==> config.mk <==
export PLATFORM = sky130hd
export DESIGN_NAME = mem_bus_sequencer
export DESIGN_NICKNAME = d
export VERILOG_FILES = /design/src/rtl/mem_bus_sequencer.sv
export SDC_FILE = /design/constraint.sdc
export NUM_CORES = 1
export LEC_CHECK = 0
export BUFFER_PORTS_ARGS = -buffer_cell sky130_fd_sc_hd__clkbuf_2
export CAP_MARGIN = 20
export CORE_ASPECT_RATIO = 1.5
export CORE_UTILIZATION = 52
export CTS_BUF_LIST = sky130_fd_sc_hd__clkbuf_16
export DETAILED_ROUTE_END_ITERATION = 16
export PLACE_DENSITY_LB_ADDON = 0.05
export SLEW_MARGIN = 5
export SYNTH_ARGS = -nofsm -noshare
export SYNTH_HDL_FRONTEND = slang
export SYNTH_SLANG_ARGS = --single-unit
==> constraint.sdc <==
create_clock -name clk -period 5.8 [get_ports clk]
set_input_delay 1.16 -clock clk [delete_from_list [all_inputs] [get_ports clk]]
set_output_delay 1.16 -clock clk [all_outputs]
set_load 0.005 [all_outputs]
==> src/rtl/mem_bus_sequencer.sv <==
module mem_bus_sequencer #(
  parameter int AW = 32,
  parameter int DW = 32,
  parameter int RUN_BITS = 8
) (
  input  logic          clk,
  input  logic          rst_n,
  input  logic          req_valid,
  output logic          req_ready,
  input  logic [AW-1:0] req_addr,
  input  logic          req_write,
  input  logic          req_word,
  input  logic [DW-1:0] req_wdata,
  output logic          rd_valid,
  output logic [DW-1:0] rd_data,
  output logic [AW-1:0] bus_addr,
  output logic          bus_write,
  output logic          bus_word,
  output logic          bus_mreq,
  output logic          bus_seq,
  output logic [DW-1:0] bus_dout,
  output logic          bus_doe,
  input  logic [DW-1:0] bus_rdata
);
  localparam int LO = 2;
  localparam int HI = LO + RUN_BITS - 1;

  logic          pend, mem_now, mem_wr;
  logic [DW-1:0] wdata_q;
  logic          chain;

  assign req_ready = ~pend;
  assign bus_doe   = mem_wr;
  assign chain = bus_mreq && req_write == bus_write && req_word == bus_word &&
                 req_addr == bus_addr + AW'(4) && |req_addr[HI:LO];

  always_ff @(posedge clk) begin
    if (!rst_n) begin
      pend      <= 1'b0;
      bus_mreq  <= 1'b0;
      bus_seq   <= 1'b0;
      bus_addr  <= '0;
      bus_write <= 1'b0;
      bus_word  <= 1'b0;
      wdata_q   <= '0;
      mem_now   <= 1'b0;
      mem_wr    <= 1'b0;
      bus_dout  <= '0;
      rd_valid  <= 1'b0;
      rd_data   <= '0;
    end else begin
      if (pend) begin
        pend     <= 1'b0;
        bus_mreq <= 1'b1;
        bus_seq  <= 1'b0;
      end else if (req_valid) begin
        bus_addr  <= req_addr;
        bus_write <= req_write;
        bus_word  <= req_word;
        wdata_q   <= req_wdata;
        bus_mreq  <= chain;
        bus_seq   <= chain;
        pend      <= ~chain;
      end else begin
        bus_mreq <= 1'b0;
        bus_seq  <= 1'b0;
      end
      mem_now <= bus_mreq;
      mem_wr  <= bus_mreq & bus_write;
      if (bus_mreq) bus_dout <= wdata_q;
      rd_valid <= mem_now & ~mem_wr;
      if (mem_now && !mem_wr) rd_data <= bus_rdata;
    end
  end

  assert_idle_hold_R7: assert property (@(posedge clk) disable iff (!rst_n)
    !req_ready |=> bus_mreq && !bus_seq && $stable(bus_addr) && $stable(bus_write) && $stable(bus_word));
  assert_idle_no_mreq_R2: assert property (@(posedge clk) disable iff (!rst_n)
    !req_ready |-> !bus_mreq && !bus_seq);
  assert_seq_controls_R10: assert property (@(posedge clk) disable iff (!rst_n)
    bus_mreq && bus_seq |-> $past(bus_mreq) && bus_write == $past(bus_write) &&
                            bus_word == $past(bus_word) && bus_addr == $past(bus_addr) + AW'(4));
  assert_run_break_R5: assert property (@(posedge clk) disable iff (!rst_n)
    bus_mreq && bus_seq |-> bus_addr[HI:LO] != '0);
  assert_gap_idle_R6: assert property (@(posedge clk) disable iff (!rst_n)
    req_ready && !req_valid |=> !bus_mreq && !bus_seq);
  assert_drive_R8: assert property (@(posedge clk) disable iff (!rst_n)
    bus_doe |-> $past(bus_mreq && bus_write));
  assert_read_pulse_R9: assert property (@(posedge clk) disable iff (!rst_n)
    rd_valid |-> $past(bus_mreq && !bus_write, 2));
endmodule

# Word level (Yosys, flattened, before mapping)
# Index checks and enable logic that the tools add are counted.
dict set report classes {
  n_addsub 1
  reduce_logical 10
  muxes 2
  bitwise_logic 7
  n_eq_ne 3
}
# cell count
set ops {}
lappend ops {{$add 32x3->32 const B} 1}
lappend ops {{$eq 32x32->1} 1}
lappend ops {{$reduce_or 8->1} 1}
lappend ops {{$logic_and 1x1->1} 5}
lappend ops {{$not 1->1} 5}
lappend ops {{$reduce_or 3->1} 1}
lappend ops {{$and 1x1->1} 2}
lappend ops {{$eq 1x1->1} 2}
lappend ops {{$mux 1} 2}
lappend ops {{$reduce_and 2->1} 1}
lappend ops {{$reduce_or 2->1} 1}
lappend ops {{$logic_not 1->1} 1}
dict set report word_totals {
  register_bits 136
}

# Logic depth before layout (Yosys ltp)
dict set report logic_depth {
  depth_word 7
  depth_mapped 9
  mapped_depth_nobuf 8
}

# Worst setup path after synthesis
# No wires, ideal clock.
dict set report synth_timing {
  path_type {in2reg}
  startpoint {input req_addr[22]}
  endpoint {register pend}
  cell_stages 7
  t_arrival_ns 2.717
  required_time_ns 5.685
  slack_ns 2.968
  setup_ns 0.115
  cell_sequence {xor2_1 -> a32o_1 -> or4_1 -> nor4b_2 -> and3_1 -> nand4_1 -> o21a_1}
}
dict set report synth_between {
  elab_chain_len 4
}
# item line_no
set synth_rtl {}
lappend synth_rtl {{start: declaration} 10} ;# input logic [AW-1:0] req_addr,
lappend synth_rtl {{$eq 32x32->1} 35} ;# req_addr == bus_addr + AW'(4) && |req_addr[HI:LO];
lappend synth_rtl {{$logic_and 1x1->1} 34} ;# assign chain = bus_mreq && req_write == bus_write && req_word == bus_word &&
lappend synth_rtl {{$logic_and 1x1->1} 35}
lappend synth_rtl {{$not 1->1} 63} ;# pend <= ~chain;
lappend synth_rtl {{end signal: assignment} 63}
lappend synth_rtl {{end: declaration} 28} ;# logic pend, mem_now, mem_wr;
# No other way between the ends.
# A chain may end at the register's enable or synchronous reset.

# Worst setup path after layout
dict set report layout_timing {
  startpoint {register bus_addr[2]}
  endpoint {register bus_seq}
}
dict set report layout_between {
  elab_chain_len 5
}
# item line_no
set layout_rtl {}
lappend layout_rtl {{start: declaration} 16} ;# output logic [AW-1:0] bus_addr,
lappend layout_rtl {{start signal: assignment} 57} ;# bus_addr <= req_addr;
lappend layout_rtl {{$add 32x3->32} 35}
lappend layout_rtl {{$eq 32x32->1} 35}
lappend layout_rtl {{$logic_and 1x1->1} 34}
lappend layout_rtl {{$logic_and 1x1->1} 35}
lappend layout_rtl {{$mux 1} --}
lappend layout_rtl {{end signal: assignment} 62} ;# bus_seq <= chain;
lappend layout_rtl {{end: declaration} 20} ;# output logic bus_seq,
# No other way between the ends.

==> results.yml <==
logic_synthesis:
  yosys.cell_types.count: 48
  synth-seq-cells: 136
  async_set_or_reset_register_ratio_after_synthesis_pct: 0
  synth-seq-area-share_pct: 43.5
  synth_enable_flop_cells: 0
  postSynthNetCount: 846
  synth-main-ff-cell: "sky130_fd_sc_hd__dfxtp_1"
  synth.cell_area_sq_um: 6260
  syn_inst: 744
  yosys_warnings: 0
  syn_avg_cell_area_sq_um: 8.42
sta:
  highest_attainable_clock_frequency_mhz: 342
  fin_skew_ns: 0.0106
  fin_crit_sh_pct: 50.4
  max_slew_margin_pct: 46.7
  slew_viol_final: 0
  whs_ns: 0.462
  grt_setup_unrepaired: "no"
  finalHoldViolCount: 0
  period_needed_ns: 2.92
  max_slew.worst_pin.slew_ns: 0.799
  setup-tns-final_ns: 0
  setup_viol_count_final: 0
worst_setup_path:
  cp-startpoint: "bus_addr[2]$_SDFFE_PN0P_"
  worst_setup_path_end_kind: "flop"
  cp.required_ns: 6.15
  worstReg2RegStart: "bus_addr[2]$_SDFFE_PN0P_"
  arrival_ns: 3.28
  crit_path_start_kind: "flop"
  cp_max_fo: 9
  cell_breakdown_of_the_critical_path: "ha_1, nand3_1, nor4_4, nand4_1, xnor2_1, or4_1, nor2_1, and4b_1"
  critPathKind: "flop to flop"
  worst_path_largest_cell_delay_ns: 0.61
  cp_slowest_cell: "sky130_fd_sc_hd__nor4_4"
cts:
  clock_transition_at_path_regs_ns: 0.06
  tritoncts.num_buffers: 17
  cts_tree: "done"
  h-tree-depth: 4
  post_cts_resize_count: 0
  clk_sink_count: 136
  cts_max_path_buffers: 2
  clockRootBuffer: "sky130_fd_sc_hd__clkbuf_16"
  post-cts-setup-buffer-count: 0
  worstSkewPairLatency_ns: 0.41
  cts_hold_repair.buffers: 0
die:
  die_area_sq_um: 12500
  core_area_sq_um: 11600
  rows: 48
  boundaryPins: 204
  die_y_extent_um: 136
  chipWidth_um: 91.6
  floorplan.initialDensity_pct: 54.0
detailed_routing:
  avgViaCountPerCell: 5.37
  first_pass_iters: 5
  postRouteWirelength_um: 17000
  via_count: 5842
  antenna_violating_nets_post_route: 0
  detail_route.iter0.violations: 218
  drt-wirelength-per-cell_um: 15.6
  drc: 0
placed_design:
  gp_congestion: 0.951
  dp.final_hpwl_um: 12000
  place_area_sq_um: 7360
  io_buffer_count: 203
power_and_ir_drop:
  power_density_nw_per_um2: 303
  power_leakage_uw: 0.00332
  worst_ir_drop_vdd_mv: 0.266
job:
  drv.max_cap_violation_count: 0
global_route:
  grt-ovfl-total: 0
  vias_in_the_first_global_route: 5711
  grtUsageTotal_pct: 27.3
  antenna_found_initial: 0
  maximum_number_of_pins_on_one_net_before_global_route_repair: 85
  global_route_wire_length_before_repair_um: 26800
finish:
  share_of_final_layout_standard_cells_stronger_than_drive_strength_1_pct: 26.8
  fin_util_pct: 69.1
  layout.filler_cells: 1018
  layout.cells.most_common_list: "sky130_fd_sc_hd__nand2_1 (212), sky130_fd_sc_hd__clkbuf_2 (202), sky130_fd_sc_hd__dfxtp_1 (135)"
  layout.cells.most_common: "sky130_fd_sc_hd__nand2_1"
  final_net_count: 1027
  layout.cell_area.non_filler_sq_um: 8020
  area_delta_synth_final_pct: 28.0
  n_antenna_cell: 0
worst_hold_path:
  hp-class: "flop to flop"
  worstHoldStart: "wdata_q[9]$_SDFFE_PN0P_"
run_status:
  run_status: "finished, final reports clean"
-- sequential cells by signal, indices dropped and copies added (netlist names) --
name       count
bus_addr      32
bus_doe        1
bus_dout      32
bus_mreq       1
bus_seq        1
bus_word       1
bus_write      1
mem_now        1
pend           1
rd_data       32
rd_valid       1
wdata_q       32
-- cell usage after synthesis, types with 4 or more instances --
cell,number,area [sq um]
sky130_fd_sc_hd__o21ai_0,5,25.0
sky130_fd_sc_hd__a21oi_1,13,65.1
sky130_fd_sc_hd__nor2_1,10,37.5
sky130_fd_sc_hd__inv_1,8,30.0
sky130_fd_sc_hd__and2_1,4,25.0
sky130_fd_sc_hd__a21boi_0,98,736
sky130_fd_sc_hd__nand3_1,12,60.1
sky130_fd_sc_hd__nand2b_1,4,25.0
sky130_fd_sc_hd__nor4_1,9,56.3
sky130_fd_sc_hd__dfxtp_1,136,2720
sky130_fd_sc_hd__a31oi_1,4,25.0
sky130_fd_sc_hd__and4_1,4,35.0
sky130_fd_sc_hd__xnor2_1,25,219
sky130_fd_sc_hd__and3_1,8,50.1
sky130_fd_sc_hd__clkbuf_1,38,143
sky130_fd_sc_hd__buf_1,6,22.5
sky130_fd_sc_hd__mux2i_1,34,340
sky130_fd_sc_hd__nor2b_1,37,231
sky130_fd_sc_hd__nand4_1,15,93.8
sky130_fd_sc_hd__nand2_1,213,800
sky130_fd_sc_hd__xor2_1,16,140
-- layout make-up --
| type | instances | area, sq um | share of cell area [%] |
|---|---|---|---|
| Clock buffer | 17 | 425 | 5.31 |
| Clock inverter | 15 | 225 | 2.81 |
| Inverter | 8 | 30.0 | 0.375 |
| Multi-Input combinational cell | 553 | 3330 | 41.6 |
| Sequential cell | 136 | 2720 | 34.0 |
| Tap cell | 150 | 188 | 2.34 |
| Timing Repair Buffer | 209 | 1090 | 13.6 |
-- worst paths after layout --
kind	end	slack, ns	cells after the start
setup / recovery	bus_seq$_SDFF_PP0_	2.88	8
hold / removal	wdata_q[9]$_SDFFE_PN0P_	0.46	2
setup reg to reg	bus_seq$_SDFF_PP0_	2.88	8
hold reg to reg	wdata_q[9]$_SDFFE_PN0P_	0.46	2
-- worst max-delay path: cells and delay by family (launching register included) --
family | cells | cell delay, ns
adders and majority gates | 1 | 0.29
xor gates and xnor gates | 1 | 0.19
and+or+nand+nor | 6 | 1.93
DFF | 1 | 0.44
-- report_power, final --
group          switching (uW)  internal [uW]  leakage (uW)
clock network             421            765      0.000301
logic                     126            108       0.00191
registers                35.9            970       0.00111
-- stage by stage --
step	worst slack (ns)	power (uW)	std cells
finish	2.88	2430	1088
global route	2.78	2510	1088
CTS	2.95	2440	1088
detailed placement	2.68	1260	1056
global placement	2.71	1250	1054
floorplan	2.97	1160	744
-- kinds of logic (layout without fill, tap and decap cells) --
family,count (synthesis),after routing,share of synthesized area [%]
buffers and inverters,55,249,3.46
flip-flops,136,136,43.5
XOR/XNOR,41,41,5.74
multiplexers,34,34,5.44
AO/OA/AOI/OAI,141,141,16.1
adder cells (fa/ha/maj),1,1,0.200
AND/OR/NAND/NOR,336,336,25.6
-- layer usage --
metal	global-route usage [%]	part of all wire [%]	vias to the layer above
met3	7.38	5.6	50
met5	0	0	-
met2	50.4	53	211
met4	13.2	3.9	0
met1	28.2	38	2700
li1	-	-	2881
Power figures use the tool's default switching activity.
